===== config.mk =====
export PLATFORM = sky130hd
export DESIGN_NAME = spi_port
export DESIGN_NICKNAME = d
export VERILOG_FILES = /design/src/rtl/spi_port_pkg.sv /design/src/rtl/spi_sync.sv /design/src/rtl/spi_mclk.sv /design/src/rtl/spi_shift.sv /design/src/rtl/spi_port.sv
export SDC_FILE = /design/constraint.sdc
export NUM_CORES = 1
export LEC_CHECK = 0
export BUFFER_PORTS_ARGS = -buffer_cell sky130_fd_sc_hd__buf_2
export CORE_ASPECT_RATIO = 2
export CORE_MARGIN = 2
export CORE_UTILIZATION = 58
export DETAILED_ROUTE_END_ITERATION = 6
export PLACE_DENSITY = 0.84
export SYNTH_ARGS = -nofsm -noshare
export SYNTH_HDL_FRONTEND = slang
export SYNTH_SLANG_ARGS = --single-unit

===== constraint.sdc =====
create_clock -name clk -period 4.5 [get_ports clk]
set_input_delay 0.225 -clock clk [delete_from_list [all_inputs] [get_ports clk]]
set_output_delay 0.225 -clock clk [all_outputs]
set_load 0.02 [all_outputs]

===== src/rtl/spi_port_pkg.sv =====
// Shared types and constants for the SPI master/slave port.
// Assumes an 8-bit byte; the control layout below is the software view.
package spi_port_pkg;

    localparam int BYTE_W = 8;

    // Mode field encodings
    localparam logic [3:0] MD_MST_DA  = 4'h0;
    localparam logic [3:0] MD_MST_DB  = 4'h1;
    localparam logic [3:0] MD_MST_DC  = 4'h2;
    localparam logic [3:0] MD_MST_TMR = 4'h3;
    localparam logic [3:0] MD_SLV_SEL = 4'h4;
    localparam logic [3:0] MD_SLV_FREE = 4'h5;

    // Control/status register as read back, MSB first
    typedef struct packed {
        logic       ovf;
        logic       wcol;
        logic [3:0] mode;
        logic       cpol;
        logic       en;
    } ctl_t;

endpackage


===== src/rtl/spi_sync.sv =====
// Two-flop synchronizer for a group of asynchronous inputs.
// Assumes each input is stable for at least two clk periods per level.
module spi_sync #(
    parameter int W = 3
) (
    input  logic         clk,
    input  logic         rst_n,
    input  logic [W-1:0] din,
    output logic [W-1:0] dout
);

    generate
        for (genvar g = 0; g < W; g++) begin : g_bit
            logic s1, s2;
            // Capture one input bit through two flops
            always_ff @(posedge clk) begin
                if (!rst_n) begin
                    s1 <= 1'b0;
                    s2 <= 1'b0;
                end else begin
                    s1 <= din[g];
                    s2 <= s1;
                end
            end
            assign dout[g] = s2;
        end
    endgenerate

endmodule


===== src/rtl/spi_mclk.sv =====
// Master serial clock edge generator. Emits a one-cycle tick at every
// serial clock edge while run is high. Selections 0..2 divide the system
// clock by DIV_A/DIV_B/DIV_C; selection 3 passes the timer tick through,
// giving one edge per tick (a full period every two ticks).
// Assumes DIV_C is the largest divider and all dividers are even and >= 4.
module spi_mclk #(
    parameter int DIV_A = 4,
    parameter int DIV_B = 16,
    parameter int DIV_C = 64
) (
    input  logic       clk,
    input  logic       rst_n,
    input  logic       run,
    input  logic [1:0] sel,
    input  logic       tmr_tick,
    output logic       tick
);

    localparam int CW = $clog2(DIV_C / 2);

    logic [CW-1:0] cnt;
    logic [CW-1:0] half_m1;

    // Pick the half-period terminal count
    always_comb begin
        case (sel)
            2'd0:    half_m1 = CW'(DIV_A / 2 - 1);
            2'd1:    half_m1 = CW'(DIV_B / 2 - 1);
            default: half_m1 = CW'(DIV_C / 2 - 1);
        endcase
    end

    // Half-period counter, held at zero while idle or on the timer source
    always_ff @(posedge clk) begin
        if (!rst_n || !run || sel == 2'd3) begin
            cnt <= '0;
        end else if (cnt == half_m1) begin
            cnt <= '0;
        end else begin
            cnt <= cnt + 1'b1;
        end
    end

    assign tick = run && ((sel == 2'd3) ? tmr_tick : (cnt == half_m1));

endmodule


===== src/rtl/spi_shift.sv =====
// Shift engine shared by master and slave. lead samples sdi; trail shifts
// the sample in MSB-first and presents the next output bit. done pulses
// the cycle after the last trailing edge, with rx_data valid then.
// Assumes lead/trail are single-cycle strobes; clr has priority over edges.
module spi_shift #(
    parameter int BW = 8
) (
    input  logic          clk,
    input  logic          rst_n,
    input  logic          clr,
    input  logic          load,
    input  logic [BW-1:0] load_data,
    input  logic          lead,
    input  logic          trail,
    input  logic          sdi,
    output logic          sdo,
    output logic          done,
    output logic          last,
    output logic          active,
    output logic          phase,
    output logic [BW-1:0] rx_data
);

    localparam int CW = $clog2(BW);

    logic [BW-1:0] shreg;
    logic [CW-1:0] cnt;
    logic          phase_q;
    logic          samp;
    logic          done_q;

    // Bit counter, phase, sample and shift register
    always_ff @(posedge clk) begin
        if (!rst_n) begin
            shreg   <= '0;
            cnt     <= '0;
            phase_q <= 1'b0;
            samp    <= 1'b0;
            done_q  <= 1'b0;
        end else begin
            done_q <= 1'b0;
            if (load) begin
                shreg <= load_data;
            end
            if (clr) begin
                cnt     <= '0;
                phase_q <= 1'b0;
            end else if (!load && lead && !phase_q) begin
                phase_q <= 1'b1;
                samp    <= sdi;
            end else if (!load && trail && phase_q) begin
                phase_q <= 1'b0;
                shreg   <= {shreg[BW-2:0], samp};
                if (cnt == CW'(BW - 1)) begin
                    cnt    <= '0;
                    done_q <= 1'b1;
                end else begin
                    cnt <= cnt + 1'b1;
                end
            end
        end
    end

    assign sdo     = shreg[BW-1];
    assign done    = done_q;
    assign last    = (cnt == CW'(BW - 1));
    assign active  = (cnt != '0) || phase_q;
    assign phase   = phase_q;
    assign rx_data = shreg;

    AST_CLR_EMPTIES: assert property (@(posedge clk) disable iff (!rst_n)
        clr |=> !active);

endmodule


===== src/rtl/spi_port.sv =====
// Configurable SPI master/slave port with one data buffer and sticky
// write-collision and receive-overflow flags. A buffer write loads the
// shift register directly (and starts a master transfer); a buffer read
// returns the last byte accepted. Assumes slave-side bus signals are slow
// enough to survive a two-flop synchronizer (>= 3 clk per level).
module spi_port
    import spi_port_pkg::*;
#(
    parameter int DIV_A = 4,
    parameter int DIV_B = 16,
    parameter int DIV_C = 64
) (
    input  logic        clk,
    input  logic        rst_n,
    input  logic        ctl_we,
    input  logic [7:0]  ctl_wdata,
    output logic [7:0]  ctl_rdata,
    input  logic        buf_we,
    input  logic [7:0]  buf_wdata,
    input  logic        buf_re,
    output logic [7:0]  buf_rdata,
    output logic        buf_full,
    input  logic        tmr_tick,
    input  logic        sck_i,
    output logic        sck_o,
    output logic        sck_oe,
    input  logic        sdi_i,
    output logic        sdo_o,
    output logic        sdo_oe,
    input  logic        ss_n_i
);

    localparam int BW = BYTE_W;

    ctl_t          ctl_q;
    ctl_t          ctl_w;
    logic [BW-1:0] rxbuf;
    logic          full_q;
    logic          mbusy;

    logic          is_master, is_slave, ss_mode;
    logic          busy_any, wr_ok, clr;
    logic          mtick, lead, trail, sdi_sel;
    logic          sh_sdo, sh_done, sh_last, sh_active, sh_phase;
    logic [BW-1:0] sh_rx;

    logic [2:0]    sync_out;
    logic          sck_s, sdi_s, ss_s, sck_d;
    logic          s_edge, s_lead, s_trail;

    assign ctl_w = ctl_t'(ctl_wdata);

    // Mode decode
    always_comb begin
        is_master = ctl_q.en && (ctl_q.mode[3:2] == 2'b00);
        is_slave  = ctl_q.en && (ctl_q.mode == MD_SLV_SEL || ctl_q.mode == MD_SLV_FREE);
        ss_mode   = (ctl_q.mode == MD_SLV_SEL);
    end

    // Slave-side input synchronizer
    spi_sync #(.W(3)) u_sync (
        .clk   (clk),
        .rst_n (rst_n),
        .din   ({ss_n_i, sdi_i, sck_i}),
        .dout  (sync_out)
    );
    assign sck_s = sync_out[0];
    assign sdi_s = sync_out[1];
    assign ss_s  = sync_out[2];

    // Previous synchronized clock level for edge detection
    always_ff @(posedge clk) begin
        if (!rst_n) sck_d <= 1'b0;
        else        sck_d <= sck_s;
    end

    assign s_edge  = sck_s ^ sck_d;
    assign s_lead  = is_slave && s_edge && (sck_s != ctl_q.cpol);
    assign s_trail = is_slave && s_edge && (sck_s == ctl_q.cpol);

    // Master edge generator
    spi_mclk #(.DIV_A(DIV_A), .DIV_B(DIV_B), .DIV_C(DIV_C)) u_mclk (
        .clk      (clk),
        .rst_n    (rst_n),
        .run      (mbusy),
        .sel      (ctl_q.mode[1:0]),
        .tmr_tick (tmr_tick),
        .tick     (mtick)
    );

    // Edge and data routing between master and slave paths
    always_comb begin
        if (is_master) begin
            lead    = mtick && !sh_phase;
            trail   = mtick && sh_phase;
            sdi_sel = sdi_i;
        end else begin
            lead    = s_lead;
            trail   = s_trail;
            sdi_sel = sdi_s;
        end
    end

    assign busy_any = is_master ? mbusy : sh_active;
    assign wr_ok    = buf_we && !busy_any;
    assign clr      = !ctl_q.en || (is_slave && ss_mode && ss_s);

    spi_shift #(.BW(BW)) u_shift (
        .clk       (clk),
        .rst_n     (rst_n),
        .clr       (clr),
        .load      (wr_ok),
        .load_data (buf_wdata),
        .lead      (lead),
        .trail     (trail),
        .sdi       (sdi_sel),
        .sdo       (sh_sdo),
        .done      (sh_done),
        .last      (sh_last),
        .active    (sh_active),
        .phase     (sh_phase),
        .rx_data   (sh_rx)
    );

    // Master transfer in progress: set by an accepted write, cleared on last trailing edge
    always_ff @(posedge clk) begin
        if (!rst_n || !is_master) begin
            mbusy <= 1'b0;
        end else if (wr_ok) begin
            mbusy <= 1'b1;
        end else if (trail && sh_last) begin
            mbusy <= 1'b0;
        end
    end

    // Control fields and sticky flags; hardware set wins over software clear
    always_ff @(posedge clk) begin
        if (!rst_n) begin
            ctl_q <= '0;
        end else begin
            if (ctl_we) begin
                ctl_q.en   <= ctl_w.en;
                ctl_q.cpol <= ctl_w.cpol;
                ctl_q.mode <= ctl_w.mode;
            end
            if (buf_we && busy_any) begin
                ctl_q.wcol <= 1'b1;
            end else if (ctl_we && !ctl_w.wcol) begin
                ctl_q.wcol <= 1'b0;
            end
            if (sh_done && is_slave && full_q) begin
                ctl_q.ovf <= 1'b1;
            end else if (ctl_we && !ctl_w.ovf) begin
                ctl_q.ovf <= 1'b0;
            end
        end
    end

    // Receive buffer and full status
    always_ff @(posedge clk) begin
        if (!rst_n) begin
            rxbuf  <= '0;
            full_q <= 1'b0;
        end else if (sh_done && (is_master || !full_q)) begin
            rxbuf  <= sh_rx;
            full_q <= 1'b1;
        end else if (buf_re) begin
            full_q <= 1'b0;
        end
    end

    assign ctl_rdata = ctl_q;
    assign buf_rdata = rxbuf;
    assign buf_full  = full_q;
    assign sck_o     = ctl_q.cpol ^ (is_master && sh_phase);
    assign sck_oe    = is_master;
    assign sdo_o     = sh_sdo;
    assign sdo_oe    = is_master || (is_slave && !(ss_mode && ss_s));

    AST_MASTER_NO_OVF: assert property (@(posedge clk) disable iff (!rst_n)
        (is_master && !ctl_q.ovf && !ctl_we) |=> !ctl_q.ovf);
    AST_SCK_IDLE: assert property (@(posedge clk) disable iff (!rst_n)
        (is_master && !mbusy) |-> (sck_o == ctl_q.cpol));
    AST_WCOL_STICKY: assert property (@(posedge clk) disable iff (!rst_n)
        (ctl_q.wcol && !ctl_we) |=> ctl_q.wcol);
    AST_OVF_STICKY: assert property (@(posedge clk) disable iff (!rst_n)
        (ctl_q.ovf && !ctl_we) |=> ctl_q.ovf);
    AST_PINS_RELEASED: assert property (@(posedge clk) disable iff (!rst_n)
        !ctl_q.en |-> (!sck_oe && !sdo_oe));
    AST_READ_CLEARS: assert property (@(posedge clk) disable iff (!rst_n)
        (buf_re && !sh_done) |=> !buf_full);

endmodule


==> results_dict.tcl, run 1 <==
set metrics [dict create \
    die_y_um 89.3 \
    hold_viol 0 \
    cts_max_level 2 \
    setup-violations-final 0 \
    io_buffers 45 \
    async_reset_ff_share_pct 0 \
    synth_fp_nets 251 \
    area_delta_synth_final_pct 15.3 \
    nFillCells 332 \
    peakVddDrop_mv 0.282 \
    synth-xor-area-share_pct 1.66 \
    antenna_found_initial 0 \
    dpl-instance-area_sq_mm 0.00235 \
    fin_area_sq_mm 0.00244 \
    routed_wl_um 4380 \
    p_per_area_mw_per_mm2 297 \
    cap_violations 0 \
    avgSynthCellArea_sq_um 9.51 \
    drc 0 \
    synthSimpleGateAreaFrac_pct 23.9 \
    gr-total-overflow 0 \
    path_cells "nor3b_2, mux2_2, o21ai_0, a31oi_1, a21oi_1" \
    synth_cells 222 \
    place_inst 306 \
    rsz0062_at_grt "no" \
    final_cells 313 \
    p_leak_nw 1.02 \
    dp_hpwl_um 3240 \
    worstMarginPinSlew_ns 0.700 \
    hp-class "in2reg" \
    path_max_fanout 17 \
    die_area_sq_mm 0.00417 \
    ys_types 47 \
    drt_iter0_drc 30 \
    clock_sinks 44 \
    cts_made_buffers 5 \
    wire_per_inst_um 14.0 \
    path_delay_family "simple AND/OR/NAND/NOR gates" \
    synth-seq-area-share_pct 41.7 \
    synth_flop_cell "dfxtp_1" \
    vias 1697 \
    dr.pass1.iters 4 \
    start_kind "register" \
    min_period_ns 2.18 \
    path_clk_slew_ns 0.08 \
    fin_nets 293 \
    finalWeightedCongestion 0.808 \
    layout_commonest_cell "buf_2" \
    synth-seq-cells 44 \
    final_cell_mix "45 x buf_2, 44 x dfxtp_1, 26 x mux2i_1" \
    postCtsHoldBufs 0 \
    multi_input_area_sq_mm 0.00117 \
    diodes 0 \
    die_x_um 46.7 \
    ant_nets 0 \
    endpoint_kind "register" \
    critPathKind "reg2reg" \
    clk_path_buf_depth 2 \
    slew_viol_final 0 \
    synth_adder_area_share_pct 2.37 \
    crit_buf_inv 0 \
    synth_top_family_by_area "simple AND/OR/NAND/NOR gates" \
    via_per_inst 5.42 \
    grt_max_degree 46 \
    cts_tree "built" \
    start_util_pct 59.2 \
    dp_slack_ns 2.41 \
    critPathArrivalTime_ns 2.36 \
    skew_ns 0.00871 \
    status "complete, no violations" \
    ctsResizeCount 0 \
    grt_pass1_wl_um 6540 \
    insertion_delay_ns 0.30 \
    synth_compound_area_share_pct 14.6 \
    post-cts-setup-buffer-count 0 \
    grt_pass1_vias 1435 \
    fmax_ghz 0.459 \
    grt_usage_pct 22.0 \
    drive_gt1_share_pct 23.5 \
    io_pins 46 \
    num_rows 31 \
    fin_crit_sh_pct 48.4 \
    core_sq_mm 0.00357 \
    yosys_warnings 0 \
    cts_root_buf "clkbuf_8" \
    synth_edf_count 0 \
    seqCellArea_sq_um 881 \
    muxShareOfSynthArea_pct 12.9 \
    cpPeakStageDelay_ns 0.63 \
    fin_setup_tns_ns 0 \
    fin_ws_ns 2.32 \
    crit_required_ns 4.68 \
    cpMaxStageDelayCell "nor3b_2" \
    syn_area_sq_mm 0.00211 \
    maxSlewHeadroom_pct 53.1 \
]
[layout make-up]
class | instances | area share (%)
Multi-Input combinational cell | 163 | 48.0
Sequential cell | 44 | 36.2
Timing Repair Buffer | 45 | 9.24
Clock buffer | 5 | 2.82
Tap cell | 49 | 2.52
Inverter | 5 | 0.770
Clock inverter | 2 | 0.514
[worst paths after layout]
kind,from,to,slack (ns),cells past startpoint
worst max-delay path,ctl_rdata[0],mbusy,2.32,5
worst min-delay path,sck_i,u_sync.g_bit[0].s1,0.13,2
worst max register to register,ctl_rdata[0],mbusy,2.32,5
worst min register to register,u_sync.g_bit[1].s1,u_sync.g_bit[1].s2,0.44,1
[power breakdown]
part,internal [mW],leakage [nW],switching (mW)
Clock,0.105,0.0400,0.133
Combinational,0.0333,0.621,0.0384
Sequential,0.402,0.359,0.0129
[sequential cells by signal, summed over array words and instances, names as in the netlist]
signal           flops
buf_full             1
buf_rdata            8
ctl_rdata            8
mbusy                1
sck_d                1
u_mclk.cnt           5
u_shift.cnt          3
u_shift.done         1
u_shift.phase        1
u_shift.rx_data      8
u_shift.samp         1
u_sync.g_bit.s1      3
u_sync.g_bit.s2      3
[logic make-up after synthesis]
| family | Yosys count |
|---|---|
| muxes | 27 |
| buffers and inverters | 15 |
| DFF | 44 |
| adders and majority gates | 4 |
| and+or+nand+nor | 89 |
| AOI/OAI and AO/OA | 39 |
| xor gates and xnor gates | 4 |
[cells in the mapped netlist (all sizes together) (2+ instances only)]
cell,n,area [sq um]
nor2,10,40.0
nor3,2,10.0
and3,3,18.8
xor2,2,17.5
clkbuf,8,31.3
mux2i,26,260
inv,5,18.8
buf,2,12.5
ha,4,50.1
o211ai,13,108
a21boi,3,33.8
a31oi,2,12.5
nor3b,2,20.0
nand3,6,30.0
and2,10,62.6
dfxtp,44,881
xnor2,2,17.5
nand2b,14,87.6
nor2b,14,87.6
o21a,2,15.0
nand3b,2,15.0
a21oi,5,40.0
o21ai,7,38.8
nand2,21,78.8
[per-stage QoR]
stage / util (%) / power, mW / hold WS (ns)
after detailed placement: 66.0 / 0.496 / 0.422
after CTS: 68.3 / 0.731 / 0.128
final: 68.3 / 0.725 / 0.129
after global placement: 66.0 / 0.494 / 0.414
after global routing: 68.3 / 0.754 / 0.125
after floorplan: - / 0.470 / 0.352
[layer usage]
metal	vias to the layer above	share of wire [%]	global-route usage, %
met1	792	39	23.2
li1	859	-	-
met5	-	0	0
met3	11	3.4	5.05
met2	35	54	38.8
met4	0	2.9	11.1
Power figures use the tool's default switching activity.
==> inputs of run 2 (changes only) <==
ABC_AREA = 1   (was not set)
CORE_UTILIZATION = 53   (was 58)
PLACE_DENSITY = 0.79   (was 0.84)
clock period = 2.3 ns   (was 4.5 ns; I/O delays follow)
==> run 2 against run 1 <==
First-iteration DRC count is 3.3% higher. Synthesized cell count increased by 26%. Critical path type unchanged. Fmax up 22%. Hold slack lost 0.12 ns. Critical path depth increased by 4. Largest power group unchanged. Clock-buffer cell count up 1. Final area shrank 3.3%. Core utilization shrank 3.0 points.
==> results_dict.tcl, run 2 <==
set metrics [dict create \
    slew_viol_final 0 \
    grt_pass1_vias 1818 \
    critPathKind "reg2reg" \
    routed_wl_um 4420 \
    combPwrFrac_pct 9.6 \
    wl_met2_um 2410 \
    cts_made_buffers 5 \
    final_cell_mix "73 x nand2_1, 55 x nor2_1, 45 x buf_2" \
    ctsResizeCount 0 \
    path_clk_slew_ns 0.08 \
    synth-xor-area-share_pct 2.66 \
    via_per_inst 4.93 \
    final_util_pct 65.3 \
    core_sq_mm 0.00361 \
    fmax_ghz 0.562 \
    wl_met1_um 1650 \
    p_sw_share_pct 24.4 \
    clock_sinks 44 \
    p_per_area_mw_per_mm2 651 \
    rsz0062_at_grt "no" \
    die_y_um 90.4 \
    yosysMostFrequentCell "nand2_1" \
    crit_required_ns 2.49 \
    layout_commonest_cell "nand2_1" \
    pwr-share-clk_pct 37.9 \
    avgSynthCellArea_sq_um 7.09 \
    synth-seq-cells 44 \
    muxShareOfSynthArea_pct 0 \
    num_rows 31 \
    pwr-share-seq_pct 52.5 \
    dr.pass1.iters 4 \
    maxSlewHeadroom_pct 79.1 \
    path_max_fanout 13 \
    synth_compound_area_share_pct 9.05 \
    grt_max_degree 31 \
    critPathArrivalTime_ns 1.97 \
    synth-seq-area-share_pct 44.6 \
    start_util_pct 54.8 \
    cts_max_level 2 \
    synth_top_area_share_pct 44.6 \
    min_period_ns 1.78 \
    clk_path_buf_depth 2 \
    post-cts-setup-buffer-count 0 \
    drive_gt1_share_pct 20.7 \
    start_kind "register" \
    grt_usage_pct 23.9 \
    hp-class "in2reg" \
    finalWeightedCongestion 0.936 \
    p_int_mw 1.16 \
    synth_edf_count 0 \
    peakVddDrop_mv 0.507 \
    io_pins 46 \
    syn_area_sq_mm 0.00198 \
    status "complete, no violations" \
    drc 0 \
    synthSimpleGateAreaFrac_pct 32.7 \
    vias 1857 \
    cts_tree "built" \
    synth_top_family_by_area "simple AND/OR/NAND/NOR gates" \
    hold_viol 0 \
    fin_nets 356 \
    power_switching_mw 0.374 \
    yosys_warnings 0 \
    ys_types 26 \
    dp_hpwl_um 3380 \
    postCtsHoldBufs 1 \
    grt_pass1_wl_um 7500 \
    fin_crit_sh_pct 77.4 \
    endpoint_kind "register" \
    hold_slack_ns 0.00452 \
    area_delta_synth_final_pct 19.2 \
    synth_fp_nets 308 \
    skew_ns 0.00731 \
    drt_iter0_drc 31 \
    antenna_found_initial 0 \
    post-synth-top-area-cell "dfxtp_1" \
    synth_cells 279 \
    wl_met3_um 162 \
    diodes 0 \
    cts_root_buf "clkbuf_8" \
    setup-violations-final 0 \
    ant_nets 0 \
    fin_setup_tns_ns 0 \
    die_area_sq_mm 0.00426 \
    async_reset_ff_share_pct 0 \
    synth_flop_cell "dfxtp_1" \
    cap_violations 0 \
    insertion_delay_ns 0.30 \
    io_buffers 45 \
    worstMarginPinSlew_ns 0.314 \
    wire_per_inst_um 11.7 \
    die_x_um 47.2 \
    p_leak_nw 1.25 \
    synth_area_leaders "dfxtp_1 45%, nand2_1 14%, nor2_1 10%, inv_1 6.3%, o21ai_0 4.8%" \
    synth_adder_area_share_pct 2.53 \
    gr-total-overflow 0 \
    top_layer "met4" \
    synth_common_cells "73 x nand2_1, 55 x nor2_1, 44 x dfxtp_1" \
]
run 2: power by group through the flow:
stage | Clock (mW) | Sequential, mW | Combinational, mW
detailed placement | 0 | 0.822 | 0.147
CTS | 0.595 | 0.804 | 0.149
global placement | 0 | 0.822 | 0.145
floorplan | 0 | 0.825 | 0.0861
finish | 0.581 | 0.805 | 0.148
global route | 0.627 | 0.807 | 0.170
run 2: layout make-up:
class / count / area, sq um
clock buffers: 6 / 72.6
clock inverters: 2 / 35.0
fillers: 347 / 1250
inverters: 36 / 135
multi-input cells: 193 / 928
flip-flops and latches: 44 / 881
well taps: 49 / 61.3
repair buffers: 47 / 243
run 2: cells by family (layout without fill, tap and decap cells):
kind of cell / count (synthesis) / in the layout
simple gates: 149 / 149
flops: 44 / 44
buf+inv: 42 / 91
compound gates: 34 / 34
xor+xnor: 6 / 6
fa+ha+maj: 4 / 4
run 2: critical path: stages, from the launching register on:
cell	delay (ns)
dfxtp_1	0.41
nand2_1	0.14
nor2_4	0.17
nand2_2	0.08
nand3_2	0.24
inv_2	0.14
nor3_2	0.19
nand2_1	0.10
o21ai_1	0.13
a21oi_1	0.07
run 2: layer usage:
metal | global-route usage [%] | vias to the layer above
met5 | 0 | -
met4 | 12.7 | 0
met3 | 3.60 | 16
met2 | 43.0 | 50
met1 | 23.7 | 837
li1 | - | 954
run 2: stage by stage:
step,instance area [sq um],total power [mW],std cells,setup WS [ns]
after floorplan,1980,0.912,279,0.619
after global placement,2240,0.967,368,0.636
after detailed placement,2240,0.969,368,0.545
after CTS,2360,1.55,377,0.536
after global routing,2360,1.60,377,0.366
final,2360,1.53,377,0.521
run 2: final timing paths:
kind	startpoint	end	slack [ns]	cells past startpoint
worst max-delay path	ctl_rdata[0]	u_shift.samp	0.52	9
worst min-delay path	ss_n_i	u_sync.g_bit[2].s1	0.005	3
worst max register to register	ctl_rdata[0]	u_shift.samp	0.52	9
worst min register to register	u_sync.g_bit[0].s1	u_sync.g_bit[0].s2	0.41	2
